==> config.mk <==
export PLATFORM = sky130hd
export DESIGN_NAME = tick_prescaler
export DESIGN_NICKNAME = d
export VERILOG_FILES = /design/src/rtl/tick_prescaler_pkg.sv /design/src/rtl/prescale_count.sv /design/src/rtl/tap_match.sv /design/src/rtl/pin_edge_sync.sv /design/src/rtl/tick_prescaler.sv
export SDC_FILE = /design/constraint.sdc
export NUM_CORES = 1
export LEC_CHECK = 0
export CAP_MARGIN = 20
export CORE_AREA = 4 4 41 43
export DETAILED_ROUTE_END_ITERATION = 6
export DIE_AREA = 0 0 45 47
export MAX_ROUTING_LAYER = met4
export PLACE_DENSITY = 0.69
export SYNTH_ARGS = -nofsm -noshare
export SYNTH_HDL_FRONTEND = slang
export SYNTH_SLANG_ARGS = --single-unit
==> constraint.sdc <==
create_clock -name clk -period 1.04 [get_ports clk]
set_input_delay 0.156 -clock clk [delete_from_list [all_inputs] [get_ports clk]]
set_output_delay 0.156 -clock clk [all_outputs]
set_load 0.005 [all_outputs]
==> src/rtl/tick_prescaler_pkg.sv <==
package tick_prescaler_pkg;

  localparam int unsigned SEL_W   = 3;
  localparam int unsigned SHIFT_W = 4;

  typedef enum logic [1:0] {
    SRC_OFF  = 2'd0,
    SRC_DIV  = 2'd1,
    SRC_FALL = 2'd2,
    SRC_RISE = 2'd3
  } tick_src_e;

  typedef struct packed {
    tick_src_e          src;
    logic [SHIFT_W-1:0] shift;
  } sel_plan_t;

  // Translate a select code into a source and a log2 division ratio.
  function automatic sel_plan_t decode_sel(input logic wide_tbl,
                                           input logic [SEL_W-1:0] code);
    sel_plan_t p;
    p.src   = SRC_DIV;
    p.shift = '0;
    if (code == 3'd0) begin
      p.src = SRC_OFF;
    end else if (wide_tbl) begin
      case (code)
        3'd1:    p.shift = 4'd0;
        3'd2:    p.shift = 4'd3;
        3'd3:    p.shift = 4'd5;
        3'd4:    p.shift = 4'd6;
        3'd5:    p.shift = 4'd7;
        3'd6:    p.shift = 4'd8;
        default: p.shift = 4'd10;
      endcase
    end else begin
      case (code)
        3'd1:    p.shift = 4'd0;
        3'd2:    p.shift = 4'd3;
        3'd3:    p.shift = 4'd6;
        3'd4:    p.shift = 4'd8;
        3'd5:    p.shift = 4'd10;
        3'd6:    p.src   = SRC_FALL;
        default: p.src   = SRC_RISE;
      endcase
    end
    return p;
  endfunction

endpackage

==> src/rtl/prescale_count.sv <==
module prescale_count #(
  parameter int unsigned W = 10
) (
  input  logic         clk,
  input  logic         rst,
  output logic [W-1:0] cnt
);

  always_ff @(posedge clk) begin
    if (rst) cnt <= '0;
    else     cnt <= cnt + 1'b1;
  end

  AST_FREE_RUN: assert property (@(posedge clk) disable iff (rst)
    !$past(rst) |-> cnt == W'($past(cnt) + 1'b1));

endmodule

==> src/rtl/tap_match.sv <==
module tap_match #(
  parameter int unsigned W  = 10,
  parameter int unsigned SW = 4
) (
  input  logic [W-1:0]  cnt,
  input  logic [SW-1:0] shift,
  output logic          hit
);

  logic [W-1:0] bit_ok;

  // A bit below the shift position must be zero; bits above are don't-care.
  for (genvar gi = 0; gi < W; gi++) begin : g_bit
    assign bit_ok[gi] = (32'(gi) >= 32'(shift)) || !cnt[gi];
  end

  assign hit = &bit_ok;

endmodule

==> src/rtl/pin_edge_sync.sv <==
module pin_edge_sync (
  input  logic clk,
  input  logic rst,
  input  logic pin,
  output logic rise,
  output logic fall
);

  logic s1, s2, s3;

  always_ff @(posedge clk) begin
    if (rst) begin
      s1 <= 1'b0;
      s2 <= 1'b0;
      s3 <= 1'b0;
    end else begin
      s1 <= pin;
      s2 <= s1;
      s3 <= s2;
    end
  end

  assign rise = s2 & ~s3;
  assign fall = ~s2 & s3;

  AST_RISE_ORIGIN: assert property (@(posedge clk) disable iff (rst)
    (rise && !$past(rst,1) && !$past(rst,2) && !$past(rst,3))
      |-> ($past(pin,2) && !$past(pin,3)));
  AST_FALL_ORIGIN: assert property (@(posedge clk) disable iff (rst)
    (fall && !$past(rst,1) && !$past(rst,2) && !$past(rst,3))
      |-> (!$past(pin,2) && $past(pin,3)));

endmodule

==> src/rtl/tick_prescaler.sv <==
module tick_prescaler
  import tick_prescaler_pkg::*;
#(
  parameter bit          WIDE_TABLE = 1'b0,
  parameter int unsigned PS_W       = 10
) (
  input  logic             clk,
  input  logic             rst,
  input  logic [SEL_W-1:0] clk_sel,
  input  logic             ext_pin,
  output logic             tick
);

  logic [PS_W-1:0] ps_cnt;
  logic            tap_hit;
  logic            pin_rise;
  logic            pin_fall;
  logic            tick_d;
  sel_plan_t       plan;

  assign plan = decode_sel(WIDE_TABLE, clk_sel);

  prescale_count #(.W(PS_W)) u_count (
    .clk (clk),
    .rst (rst),
    .cnt (ps_cnt)
  );

  tap_match #(.W(PS_W), .SW(SHIFT_W)) u_tap (
    .cnt   (ps_cnt),
    .shift (plan.shift),
    .hit   (tap_hit)
  );

  pin_edge_sync u_sync (
    .clk  (clk),
    .rst  (rst),
    .pin  (ext_pin),
    .rise (pin_rise),
    .fall (pin_fall)
  );

  always_comb begin
    case (plan.src)
      SRC_DIV:  tick_d = tap_hit;
      SRC_FALL: tick_d = pin_fall;
      SRC_RISE: tick_d = pin_rise;
      default:  tick_d = 1'b0;
    endcase
  end

  always_ff @(posedge clk) begin
    if (rst) tick <= 1'b0;
    else     tick <= tick_d;
  end

  AST_OFF_QUIET: assert property (@(posedge clk) disable iff (rst)
    ($past(clk_sel) == 3'd0) |-> !tick);
  AST_DIV1_EVERY: assert property (@(posedge clk) disable iff (rst)
    (!$past(rst) && $past(clk_sel) == 3'd1) |-> tick);
  AST_SINGLE_PULSE: assert property (@(posedge clk) disable iff (rst)
    (tick && clk_sel != 3'd1 && clk_sel == $past(clk_sel)) |=> !tick);

endmodule

---- Word level (Yosys, flattened, before mapping) ----
Cells that the tools add are included.
operators by class
  add/subtract/negate cells ............... 1
  $lt $le $gt $ge ......................... 10
  eq/ne operators ......................... 9
  multiplexer cells ....................... 5
  bitwise operators ....................... 4
  reductions and logical operators ........ 23
operators by type and width
  operator                                                                            count
  3-bit by 4-bit greater-or-equal comparator with 1-bit output, first input constant  4
  4-bit one-hot mux with 4 select lines                                               1
  10-bit by 1-bit adder with 10-bit output, second input constant                     1
  1-bit logical NOT                                                                   10
  1-bit logical OR                                                                    10
  10-bit AND reduction                                                                1
  3-bit equality test, second input constant                                          3
  1-bit by 4-bit greater-or-equal comparator with 1-bit output, first input constant  2
  2-bit by 4-bit greater-or-equal comparator with 1-bit output, first input constant  2
  4-bit greater-or-equal comparator, first input constant                             2
  3-bit by 2-bit equality test with 1-bit output, second input constant               2
  5-bit OR reduction                                                                  1
  2-bit equality test, second input constant                                          2
  4-bit 2-to-1 mux                                                                    1
  2-bit one-hot mux with 2 select lines                                               1
  3-bit by 1-bit equality test with 1-bit output, second input constant               1
  3-bit logical NOT                                                                   1
  1-bit one-hot mux with 3 select lines                                               1
  1-bit AND                                                                           2
  2-bit by 1-bit equality test with 1-bit output, second input constant               1
  2-bit 2-to-1 mux                                                                    1
  1-bit NOT                                                                           2
word-level totals
  register bits after elaboration ......... 14
  bits of input ports ..................... 6
  word-level logic and storage cells ...... 57

---- Longest topological paths before layout ----
  depth in word-level cells ............... 7
  depth in mapped cells ................... 4

---- Hierarchy ----
Synthesis repeated with hierarchy kept, for this count alone.
second synthesis, totals
  cell total of the unflattened synthesis .. 79
  area, all modules ....................... 701.9 sq um
modules (own cells, without submodules)
  module          times used  cells each  area each (sq um)  sequential area each (sq um)
  prescale_count  1           45          411.6              200.2
  tap_match       1           13          101.3              0.0
  tick_prescaler  1           13          97.6               20.0
  pin_edge_sync   1           8           91.3               60.1

---- Worst setup path after synthesis ----
No wires, ideal clock.
  path type ............................... flip-flop to flip-flop
  from .................................... register u_count.cnt[2]
  to ...................................... register u_count.cnt[9]
  setup time .............................. 128 ps
  arrival ................................. 882 ps
  required time ........................... 912 ps
  setup slack ............................. 31 ps
  cell stages (with the launch flop) ...... 5
  path buffers ............................ 0
  path through ............................ dfxtp_1 -> and3_4 -> nand4_1 -> xor2_1 -> nor2_1
between the ends
  longest elaborated chain between the ends .. 1
ends and longest elaborated chain
  element                                   line                  text
  start, declared                           prescale_count.sv:6   output logic [W-1:0] cnt
  start signal, assigned                    prescale_count.sv:11  else cnt <= cnt + 1'b1;
  10-bit by 1-bit adder with 10-bit output  prescale_count.sv:11
No other way between the ends.
A chain may end at the register's enable or synchronous reset.

---- Worst setup path in the final report ----
  from .................................... register u_count.cnt[4]
  to ...................................... register u_count.cnt[8]
The elaborated chain is that of the path after synthesis.

==> impl_metrics.json <==
{
  "status": "complete, but fails checks",
  "violations": "setup timing",
  "setup_viol": 2,
  "ff2ff_path_depth": 4,
  "slew_violations": 0,
  "hold-path-cell-count": 2,
  "switchingPower_uw": 244.7,
  "min_from": "ext_pin",
  "peakVddDrop_mv": 0.9462,
  "leakagePower_uw": 0.0003182,
  "post_cts_buffers": 0,
  "clockBufferDepth": 2,
  "worstMarginPinSlew_ns": 0.1979,
  "cts.sinks": 14,
  "routed_via_density": 5.200,
  "cts_hold_buf": 0,
  "switching_share": 0.2286,
  "arrival_ns": 1.24,
  "place_congestion": 0.7772,
  "slowest_delay_ns": 0.37,
  "antenna_found_initial": 0,
  "numPortBuffers": 6,
  "syn_inst": 61,
  "die_area_um2": 2115,
  "cp-end-kind": "flip-flop",
  "critPathLaunch": "u_count.cnt[4]",
  "pre_cts_slack_ns": -0.3249,
  "fillers": 119,
  "cts_buffers": 3,
  "die_w_um": 45,
  "cp_max_fo": 4,
  "min_path_type": "input pin to flip-flop",
  "ant_nets": 0,
  "grt_usage": 0.1397,
  "combinationalPowerShare": 0.101,
  "drive_above_1_share": 0.3375,
  "rsz0062_at_grt": "true",
  "stdcell_area_um2": 800.8,
  "power.share.sequential": 0.528,
  "syn_avg_cell_area_um2": 9.271,
  "final_util": 0.6154,
  "p_int_uw": 825.6,
  "placed_cell_area_um2": 715.7,
  "routed_wl_mm": 1.214,
  "syn_nets": 68,
  "grt_pass1_wl_mm": 1.980,
  "syn2layout_area_growth_pct": 41.59,
  "clock_power_share": 0.371,
  "grt_pass1_vias": 473,
  "crit_slowest_cell": "dfxtp_4",
  "synth_top_area_cell": "dfxtp_1",
  "fmax_ghz": 0.9489,
  "fin_nets": 88,
  "worst_slack_ns": -0.01387,
  "die_y_um": 47,
  "crit_required_ns": 1.23,
  "max_cap_violations": 0,
  "max_slew_margin": 0.8671,
  "drc": 0,
  "ys_seq_area_frac": 0.4956,
  "whs_ns": 0.4178,
  "yosys-top-cells-area": "dfxtp_1 (50%), xor2_1 (9.3%), nor2_1 (7.3%)",
  "start_kind": "flip-flop",
  "p_per_area_nw_per_um2": 1337,
  "fp.coreArea_um2": 1301,
  "cts-root-buf": "clkbuf_4",
  "cts_tree": "done",
  "reg2reg_from": "u_count.cnt[4]",
  "clk_pin_slew_ns": 0.08,
  "final.min_clock_period_ns": 1.054,
  "grt_overflow_total": 0,
  "hold_viol_final": 0,
  "cpLargestDelayFamily": "simple AND/OR/NAND/NOR gates",
  "reg2reg_slack_ns": -0.01,
  "worstSetupPathType": "flip-flop to flip-flop",
  "io-pin-count": 7,
  "start_util": 0.4346,
  "yosysWarnings": 0,
  "cts-htree-levels": 1,
  "ys_seq_elements": 14,
  "worstReg2RegEnd": "u_count.cnt[8]",
  "path_buf_inv": 0,
  "synth_cell_type_count": 20,
  "vias": 494,
  "firstDrtPassIters": 4,
  "wl_per_cell_um": 12.78,
  "min_period_over_period": 1.013,
  "hold_path_end": "u_sync.s1",
  "finClkSkew_ns": 0.0008882,
  "fp-row-count": 13,
  "n_antenna_cell": 0,
  "path_cells": "and4_4, nand4_1, xor2_1, nor2_1",
  "grt_max_degree": 9,
  "clock_latency_ns": 0.28,
  "drt_iter0_markers": 3,
  "netlist_area_um2": 565.5,
  "synth_top_area_frac": 0.4956
}
[Yosys cell counts, drive strengths merged]
master	instances
and3	2
o31a	1
or3b	1
nor2b	4
o32ai	1
and4	1
nand3b	1
nor3	3
dfxtp	14
a21oi	2
o21ai	1
nand2	4
nand3	3
nand4	2
clkbuf	1
nor2	11
ha	1
xor2	6
xnor2	2
[registers in the layout, indices dropped and copies added, names as in the netlist]
signal / flops
tick: 1
u_sync.s2: 1
u_sync.s1: 1
u_sync.s3: 1
u_count.cnt: 10
[repair_timing]
item	in CTS	in global routing
gates resized for setup	9	9
hold endpoints to repair	0	0
endpoints found under the setup margin	5	7
pin swaps	4	8
[logic make-up after synthesis]
group                      after synthesis  share of synthesized area
AOI/OAI and AO/OA                        5                    0.05752
xor gates and xnor gates                 8                     0.1239
and+or+nand+nor                         32                     0.2942
adders and majority gates                1                    0.02212
buffers and inverters                    1                   0.006631
DFF                                     14                     0.4956
[worst register-to-register path, stage by stage (launching register included)]
cell and delay (ns):
dfxtp_4 0.37, and4_4 0.23, nand4_1 0.11, xor2_1 0.19, nor2_1 0.06
[stage by stage]
stage	total power (uW)	cells	setup TNS, ns
2_1_floorplan	619.8	61	0
3_3_place_gp	676.0	91	-0.3045
3_5_place_dp	678.5	91	-0.3360
4_1_cts	1071	95	0
5_1_grt	1122	95	-0.2772
6_report	1070	95	-0.02734
[final cells by class]
| type | instances | area [um^2] | share of cell area |
|---|---|---|---|
| tap | 15 | 18.77 | 0.02344 |
| sequential | 14 | 295.3 | 0.3687 |
| clock buffer | 4 | 36.28 | 0.04531 |
| timing repair buffer | 16 | 132.6 | 0.1656 |
| multi-input combinational | 46 | 317.8 | 0.3969 |
[layout by cell type (no fill, tap or decap)]
master	netlist	routed
nor3_1	3	2
a21oi_2	0	1
nand3_1	3	2
and3_1	1	1
nand3b_1	1	1
and3_4	1	1
a21oi_1	2	1
xor2_1	6	6
nor2b_1	4	4
xnor2_1	2	2
ha_4	0	1
dfxtp_2	0	3
clkbuf_4	0	3
dfxtp_1	14	8
nor2_1	11	11
nor3_2	0	1
nand4_1	2	2
o21ai_0	1	1
nand2_1	4	4
o32ai_2	0	1
o31a_1	1	1
or3b_1	1	1
dfxtp_4	0	3
nand3_2	0	1
clkbuf_8	0	1
dlygate4sd2_1	0	2
and4_4	0	1
clkdlybuf4s50_1	0	4
buf_4	0	10
[how the worst max path moves through the flow]
stage                                 to  slack [ns]  cells past startpoint
after floorplan           u_count.cnt[9]        0.03                      4
after global placement              tick       -0.30                      4
after detailed placement            tick       -0.32                      4
after CTS                           tick      0.0001                      4
after global routing      u_count.cnt[6]       -0.08                      5
final                     u_count.cnt[8]       -0.01                      4
[routing by layer]
layer,vias to the layer above,global-route usage,share of wire
li1,250,-,-
met1,229,0.1624,0.45
met2,11,0.2062,0.47
met3,4,0.03448,0.047
met4,0,0.1053,0.029
met5,-,-,0
[power by group through the flow]
| stage | combinational (uW) | sequential (uW) | clock, uW |
|---|---|---|---|
| final | 108 | 565 | 397 |
| after global routing | 125 | 567 | 430 |
| after CTS | 101 | 567 | 404 |
| after detailed placement | 101 | 577 | 0 |
| after global placement | 99.7 | 576 | 0 |
| after floorplan | 42.3 | 578 | 0 |
No activity file was read; power rests on OpenSTA's default activity.
